File: src/rtl/nds_pkg.sv
package nds_pkg;

    typedef enum logic [7:0] {
        PH_ROW  = 8'b0000_0001,
        PH_COLA = 8'b0000_0010,
        PH_LATA = 8'b0000_0100,
        PH_HIGH = 8'b0000_1000,
        PH_COLB = 8'b0001_0000,
        PH_LATB = 8'b0010_0000,
        PH_LOW  = 8'b0100_0000,
        PH_DONE = 8'b1000_0000
    } phase_e;

endpackage

File: src/rtl/nds_phase_ring.sv
module nds_phase_ring
    import nds_pkg::*;
(
    input  logic   clk,
    input  logic   rst_n,
    output phase_e ph,
    output logic   ras_n,
    output logic   cas_n
);

    // state register: rotate the token by one position per clock
    always_ff @(posedge clk or negedge rst_n) begin
        if (!rst_n) ph <= PH_ROW;
        else        ph <= phase_e'({ph[6:0], ph[7]});
    end

    // strobe outputs decoded from the current phase
    always_comb begin
        ras_n = 1'b1;
        cas_n = 1'b1;
        unique case (ph)
            PH_ROW:  begin ras_n = 1'b1; cas_n = 1'b1; end
            PH_COLA: begin ras_n = 1'b0; cas_n = 1'b1; end
            PH_LATA: begin ras_n = 1'b0; cas_n = 1'b0; end
            PH_HIGH: begin ras_n = 1'b0; cas_n = 1'b0; end
            PH_COLB: begin ras_n = 1'b0; cas_n = 1'b1; end
            PH_LATB: begin ras_n = 1'b0; cas_n = 1'b0; end
            PH_LOW:  begin ras_n = 1'b0; cas_n = 1'b0; end
            PH_DONE: begin ras_n = 1'b1; cas_n = 1'b1; end
            default: begin ras_n = 1'b1; cas_n = 1'b1; end
        endcase
    end

endmodule

File: src/rtl/nds_slot_arbiter.sv
module nds_slot_arbiter
    import nds_pkg::*;
#(
    parameter int ADDR_W = 16
) (
    input  logic              clk,
    input  logic              rst_n,
    input  phase_e            ph,
    input  logic [ADDR_W-1:0] vid_addr,
    input  logic [ADDR_W-1:0] cpu_addr,
    input  logic              cpu_rd,
    input  logic              vid_want,
    input  logic              fetch_hold,
    input  logic              half_rate,
    output logic [ADDR_W-1:0] sel_addr,
    output logic              eligible_q,
    output logic              fetch_q,
    output logic              rd_q
);

    logic              pace_q;
    logic [ADDR_W-1:0] addr_q;
    logic              eligible_now;
    logic              fetch_now;

    assign eligible_now = !pace_q && vid_want;
    assign fetch_now    = eligible_now && !fetch_hold;

    // live selection during the row phase, latched choice afterwards
    assign sel_addr = (ph == PH_ROW) ? (fetch_now ? vid_addr : cpu_addr) : addr_q;

    always_ff @(posedge clk or negedge rst_n) begin
        if (!rst_n) begin
            pace_q     <= 1'b0;
            addr_q     <= '0;
            eligible_q <= 1'b0;
            fetch_q    <= 1'b0;
            rd_q       <= 1'b0;
        end else begin
            if (ph == PH_ROW) begin
                eligible_q <= eligible_now;
                fetch_q    <= fetch_now;
                rd_q       <= cpu_rd;
                addr_q     <= fetch_now ? vid_addr : cpu_addr;
            end
            if (ph == PH_DONE)
                pace_q <= half_rate ? !pace_q : 1'b0;
        end
    end

endmodule

File: src/rtl/nds_nibble_merge.sv
module nds_nibble_merge
    import nds_pkg::*;
#(
    parameter int NIB_W = 4
) (
    input  logic               clk,
    input  logic               rst_n,
    input  phase_e             ph,
    input  logic [NIB_W-1:0]   ram_data,
    input  logic               eligible_q,
    input  logic               fetch_q,
    input  logic               rd_q,
    output logic [2*NIB_W-1:0] vid_byte,
    output logic [2*NIB_W-1:0] cpu_data,
    output logic               pix_rdy,
    output logic               vid_step
);

    logic [NIB_W-1:0] hi_q;

    always_ff @(posedge clk or negedge rst_n) begin
        if (!rst_n) begin
            hi_q     <= '0;
            vid_byte <= '0;
            cpu_data <= '0;
            pix_rdy  <= 1'b0;
            vid_step <= 1'b0;
        end else begin
            pix_rdy  <= 1'b0;
            vid_step <= 1'b0;
            if (ph == PH_HIGH)
                hi_q <= ram_data;
            if (ph == PH_LOW) begin
                if (fetch_q)
                    vid_byte <= {hi_q, ram_data};
                else if (rd_q)
                    cpu_data <= {hi_q, ram_data};
                pix_rdy  <= fetch_q;
                vid_step <= eligible_q;
            end
        end
    end

endmodule

File: src/rtl/nibble_dram_seq.sv
module nibble_dram_seq
    import nds_pkg::*;
#(
    parameter int ADDR_W = 16,
    parameter int COL_W  = 7,
    parameter int NIB_W  = 4,
    localparam int ROW_W = ADDR_W - COL_W,
    localparam int PAD_W = ROW_W - COL_W - 1
) (
    input  logic               clk,
    input  logic               rst_n,
    input  logic [ADDR_W-1:0]  vid_addr,
    input  logic [ADDR_W-1:0]  cpu_addr,
    input  logic               cpu_rd,
    input  logic               vid_want,
    input  logic               fetch_hold,
    input  logic               half_rate,
    input  logic [NIB_W-1:0]   ram_data,
    output logic [ROW_W-1:0]   ram_addr,
    output logic               ras_n,
    output logic               cas_n,
    output logic [2*NIB_W-1:0] vid_byte,
    output logic               pix_rdy,
    output logic               vid_step,
    output logic [2*NIB_W-1:0] cpu_data
);

    phase_e            ph;
    logic [ADDR_W-1:0] sel_addr;
    logic              eligible_q;
    logic              fetch_q;
    logic              rd_q;

    nds_phase_ring u_ring (
        .clk   (clk),
        .rst_n (rst_n),
        .ph    (ph),
        .ras_n (ras_n),
        .cas_n (cas_n)
    );

    nds_slot_arbiter #(.ADDR_W(ADDR_W)) u_arb (
        .clk        (clk),
        .rst_n      (rst_n),
        .ph         (ph),
        .vid_addr   (vid_addr),
        .cpu_addr   (cpu_addr),
        .cpu_rd     (cpu_rd),
        .vid_want   (vid_want),
        .fetch_hold (fetch_hold),
        .half_rate  (half_rate),
        .sel_addr   (sel_addr),
        .eligible_q (eligible_q),
        .fetch_q    (fetch_q),
        .rd_q       (rd_q)
    );

    nds_nibble_merge #(.NIB_W(NIB_W)) u_merge (
        .clk        (clk),
        .rst_n      (rst_n),
        .ph         (ph),
        .ram_data   (ram_data),
        .eligible_q (eligible_q),
        .fetch_q    (fetch_q),
        .rd_q       (rd_q),
        .vid_byte   (vid_byte),
        .cpu_data   (cpu_data),
        .pix_rdy    (pix_rdy),
        .vid_step   (vid_step)
    );

    logic [ROW_W-1:0] row_word;
    logic [ROW_W-1:0] col_even;
    logic [ROW_W-1:0] col_odd;

    assign row_word = sel_addr[ADDR_W-1:COL_W];
    assign col_even = {{PAD_W{1'b0}}, sel_addr[COL_W-1:0], 1'b0};
    assign col_odd  = {{PAD_W{1'b0}}, sel_addr[COL_W-1:0], 1'b1};

    // address pin output process
    always_comb begin
        ram_addr = col_odd;
        unique case (ph)
            PH_ROW:                    ram_addr = row_word;
            PH_COLA, PH_LATA, PH_HIGH: ram_addr = col_even;
            PH_COLB, PH_LATB, PH_LOW:  ram_addr = col_odd;
            PH_DONE:                   ram_addr = col_odd;
            default:                   ram_addr = col_odd;
        endcase
    end

endmodule

File: config.mk
export PLATFORM = sky130hd
export DESIGN_NAME = nibble_dram_seq
export DESIGN_NICKNAME = d
export VERILOG_FILES = /design/src/rtl/nds_pkg.sv /design/src/rtl/nds_phase_ring.sv /design/src/rtl/nds_slot_arbiter.sv /design/src/rtl/nds_nibble_merge.sv /design/src/rtl/nibble_dram_seq.sv
export SDC_FILE = /design/constraint.sdc
export NUM_CORES = 1
export LEC_CHECK = 0
export BUFFER_PORTS_ARGS = -buffer_cell sky130_fd_sc_hd__buf_4
export CAP_MARGIN = 20
export CORE_MARGIN = 5
export CORE_UTILIZATION = 45
export DETAILED_ROUTE_END_ITERATION = 7
export GPL_ROUTABILITY_DRIVEN = 0
export GPL_TIMING_DRIVEN = 0
export PLACE_DENSITY_LB_ADDON = 0.08
export REMOVE_ABC_BUFFERS = 1
export SYNTH_ARGS = -nofsm -noshare
export SYNTH_HDL_FRONTEND = slang
export SYNTH_SLANG_ARGS = --single-unit
File: constraint.sdc
create_clock -name clk -period 2.81 [get_ports clk]
set_input_delay 0.281 -clock clk [delete_from_list [all_inputs] [get_ports clk]]
set_output_delay 0.281 -clock clk [all_outputs]
set_load 0.03 [all_outputs]
==> results.sh <==
export IMPL_status="finished, final reports clean"
export IMPL_cts_buffer_depth=2
export IMPL_numCtsBuffers=5
export IMPL_reg2reg_to="u_arb.fetch_q$_DFFE_PN0N_"
export IMPL_via_per_inst=4.98
export IMPL_layout_commonest_cell="buf_4"
export IMPL_highest_signal_layer="met4"
export IMPL_crit_start="u_ring.ph[4]$_DFF_PN0_"
export IMPL_avgSynthCellArea_sq_um=14.0
export IMPL_r2r_start="u_ring.ph[4]$_DFF_PN0_"
export IMPL_dpl_cell_count=255
export IMPL_p_total_mw=1.11
export IMPL_rows=23
export IMPL_htreeDepth=2
export IMPL_wirelength_met1_um=1550
export IMPL_syn_area_sq_um=1940
export IMPL_rsz0062_at_grt="no"
export IMPL_drv_slew=0
export IMPL_finish_cell_count_without_fillers=264
export IMPL_post_cts_buffers=0
export IMPL_num_fill_cells=351
export IMPL_crit_fanout=19
export IMPL_die_area_sq_um=5730
export IMPL_timing_fmax_mhz=409
export IMPL_antenna_cells=0
export IMPL_grt_usage=0.149
export IMPL_io_buffers=70
export IMPL_yosys_register_bits=41
export IMPL_first_pass_iters=4
export IMPL_wl_per_cell_um=15.3
export IMPL_power_per_cell_area_nw_per_um2=427
export IMPL_min_path_type="in -> reg"
export IMPL_required_ns=2.53
export IMPL_nNetsFinal=255
export IMPL_cp_data_arrival_time_ns=2.17
export IMPL_worstSetupPathType="reg -> out"
export IMPL_finClkSkew_ns=0.00420
export IMPL_grt_max_degree=42
export IMPL_final_cell_mix="buf_4, dfrtp_1, mux2i_1"
export IMPL_period_needed_ns=2.45
export IMPL_crit_path_start_kind="flip-flop"
export IMPL_clkTransAtPathRegs_ns=0.08
export IMPL_syn_to_final_growth_pct=33.8
export IMPL_grt_first_pass_wirelength_um=6220
export IMPL_slew_headroom=0.546
export IMPL_start_util=0.475
export IMPL_synth_cell_types=26
export IMPL_final_antenna_net_count=0
export IMPL_syn_inst=139
export IMPL_clk_latency_ns=0.29
export IMPL_hpwl_um=3040
export IMPL_cts_tree="yes"
export IMPL_dpl_worst_slack_ns=0.403
export IMPL_hold_violations=0
export IMPL_die_w_um=75.7
export IMPL_antenna_found_initial=0
export IMPL_regToRegSetupSlack_ns=0.89
export IMPL_cts_root_buffer="clkbuf_8"
export IMPL_min_period_over_period=0.870
export IMPL_core_sq_um=4090
export IMPL_ys_warn_count=0
export IMPL_io_pins=71
export IMPL_maxCapViolCount=0
export IMPL_drt_iter0_drc=39
export IMPL_grt_pass1_vias=1312
export IMPL_timing_final_ws_setup_ns=0.364
export IMPL_route_met2_wl_um=2130
export IMPL_overflow=0
export IMPL_worst_pin_slew_ns=0.678
export IMPL_reg2regPathDepth=3
export IMPL_postLayoutCoreUtil=0.635
export IMPL_drc=0
export IMPL_peakVddDrop_mv=0.399
export IMPL_leakagePower_nw=1.23
export IMPL_ys_seq_area_frac=0.529
export IMPL_final_layout_size_suffix_gt1_frac=0.519
export IMPL_cp_end_kind="output pin"
export IMPL_via_count=1315
export IMPL_wl_met3_um=279
export IMPL_drt_wl_total_um=4030
export IMPL_die_h_um=75.7
export IMPL_setup_violations_final=0
export IMPL_crit_end="ram_addr[1]"
export IMPL_cts_sinks=41
[area by class of cell]
class	instances	area, sq um	share of cell area
Inverter	8	30.0	0.0116
Sequential cell	41	1030	0.396
Clock buffer	6	82.6	0.0318
Tap cell	50	62.6	0.0241
Clock inverter	2	13.8	0.00530
Multi-Input combinational cell	85	833	0.321
Timing Repair Buffer	72	547	0.211
[per-stage QoR]
step | hold slack [ns] | area (sq um) | TNS, ns
3_5_place_dp | 0.289 | 2490 | 0
3_3_place_gp | 0.282 | 2470 | -9.43
5_1_grt | 0.201 | 2600 | 0
6_report | 0.225 | 2600 | 0
2_1_floorplan | -0.0146 | 1880 | -3.85
4_1_cts | 0.210 | 2590 | 0
[layer usage]
layer,vias to the layer above,GRT usage
li1,644,-
met1,628,0.170
met2,35,0.246
met3,8,0.0633
met4,0,0.0583
met5,-,0
[kinds of logic after synthesis]
family | count (synthesis) | share of synthesized area
muxes | 54 | 0.294
DFF | 41 | 0.529
and+or+nand+nor | 22 | 0.0974
xor gates and xnor gates | 3 | 0.0135
buffers and inverters | 13 | 0.0445
AOI/OAI and AO/OA | 6 | 0.0213
[power by group]
group          leakage (nW)  switching (mW)  internal (mW)
clock                0.0512           0.197          0.199
sequential            0.503         0.00535          0.599
combinational         0.672          0.0462         0.0624
total                  1.23           0.248          0.860
[worst min-delay path by stage]
stage	from	to	slack [ns]	cells past startpoint
after floorplan	rst_n	u_arb.addr_q[0]$_DFF_PN0_	-0.01	0
after global placement	rst_n	u_ring.ph[2]$_DFF_PN0_	0.28	1
after detailed placement	rst_n	u_ring.ph[1]$_DFF_PN0_	0.29	1
after CTS	cpu_rd	u_arb.rd_q$_DFFE_PN0N_	0.21	2
after global routing	cpu_rd	u_arb.rd_q$_DFFE_PN0N_	0.20	2
final	cpu_rd	u_arb.rd_q$_DFFE_PN0N_	0.23	2
[timing repair]
item,in CTS,in global routing
hold buffers,1,0
setup endpoints to repair,0,8
endpoints found under the hold margin,40,0
resized for setup,0,1
[critical path, cell delays in order (launching register included)]
cell	delay, ns
dfrtp_1	0.48
nor3_2	0.29
and4_2	0.64
mux2i_1	0.27
buf_4	0.19
[state kept, by name, summed over array words and instances, names as in the netlist]
name              cells
u_arb.addr_q          7
u_arb.fetch_q         1
u_merge.pix_rdy       1
u_merge.vid_byte      8
u_arb.eligible_q      1
u_ring.ph             8
u_merge.hi_q          4
u_merge.vid_step      1
u_arb.pace_q          1
u_merge.cpu_data      8
u_arb.rd_q            1
[synth_stat cells]
cell type	instances	area share
nor3_4	1	0.0084
nand3_1	1	0.0026
inv_1	8	0.015
a31oi_1	2	0.0064
nor2_1	6	0.012
nor3b_4	1	0.0097
buf_6	1	0.0058
and4b_1	1	0.0052
o21bai_1	1	0.0039
buf_8	2	0.015
nand4_1	1	0.0032
dfstp_2	1	0.014
o21ai_0	1	0.0026
and4_1	2	0.0090
xnor2_1	2	0.0090
nand4_4	2	0.022
dfrtp_1	40	0.52
a21oi_1	1	0.0026
nor3_2	1	0.0052
xor2_1	1	0.0045
nor2b_1	4	0.013
mux2i_1	30	0.15
nor3b_1	2	0.0077
buf_4	2	0.0077
mux2_2	24	0.14
o2111a_1	1	0.0058
No activity file was read; power rests on OpenSTA's default activity.
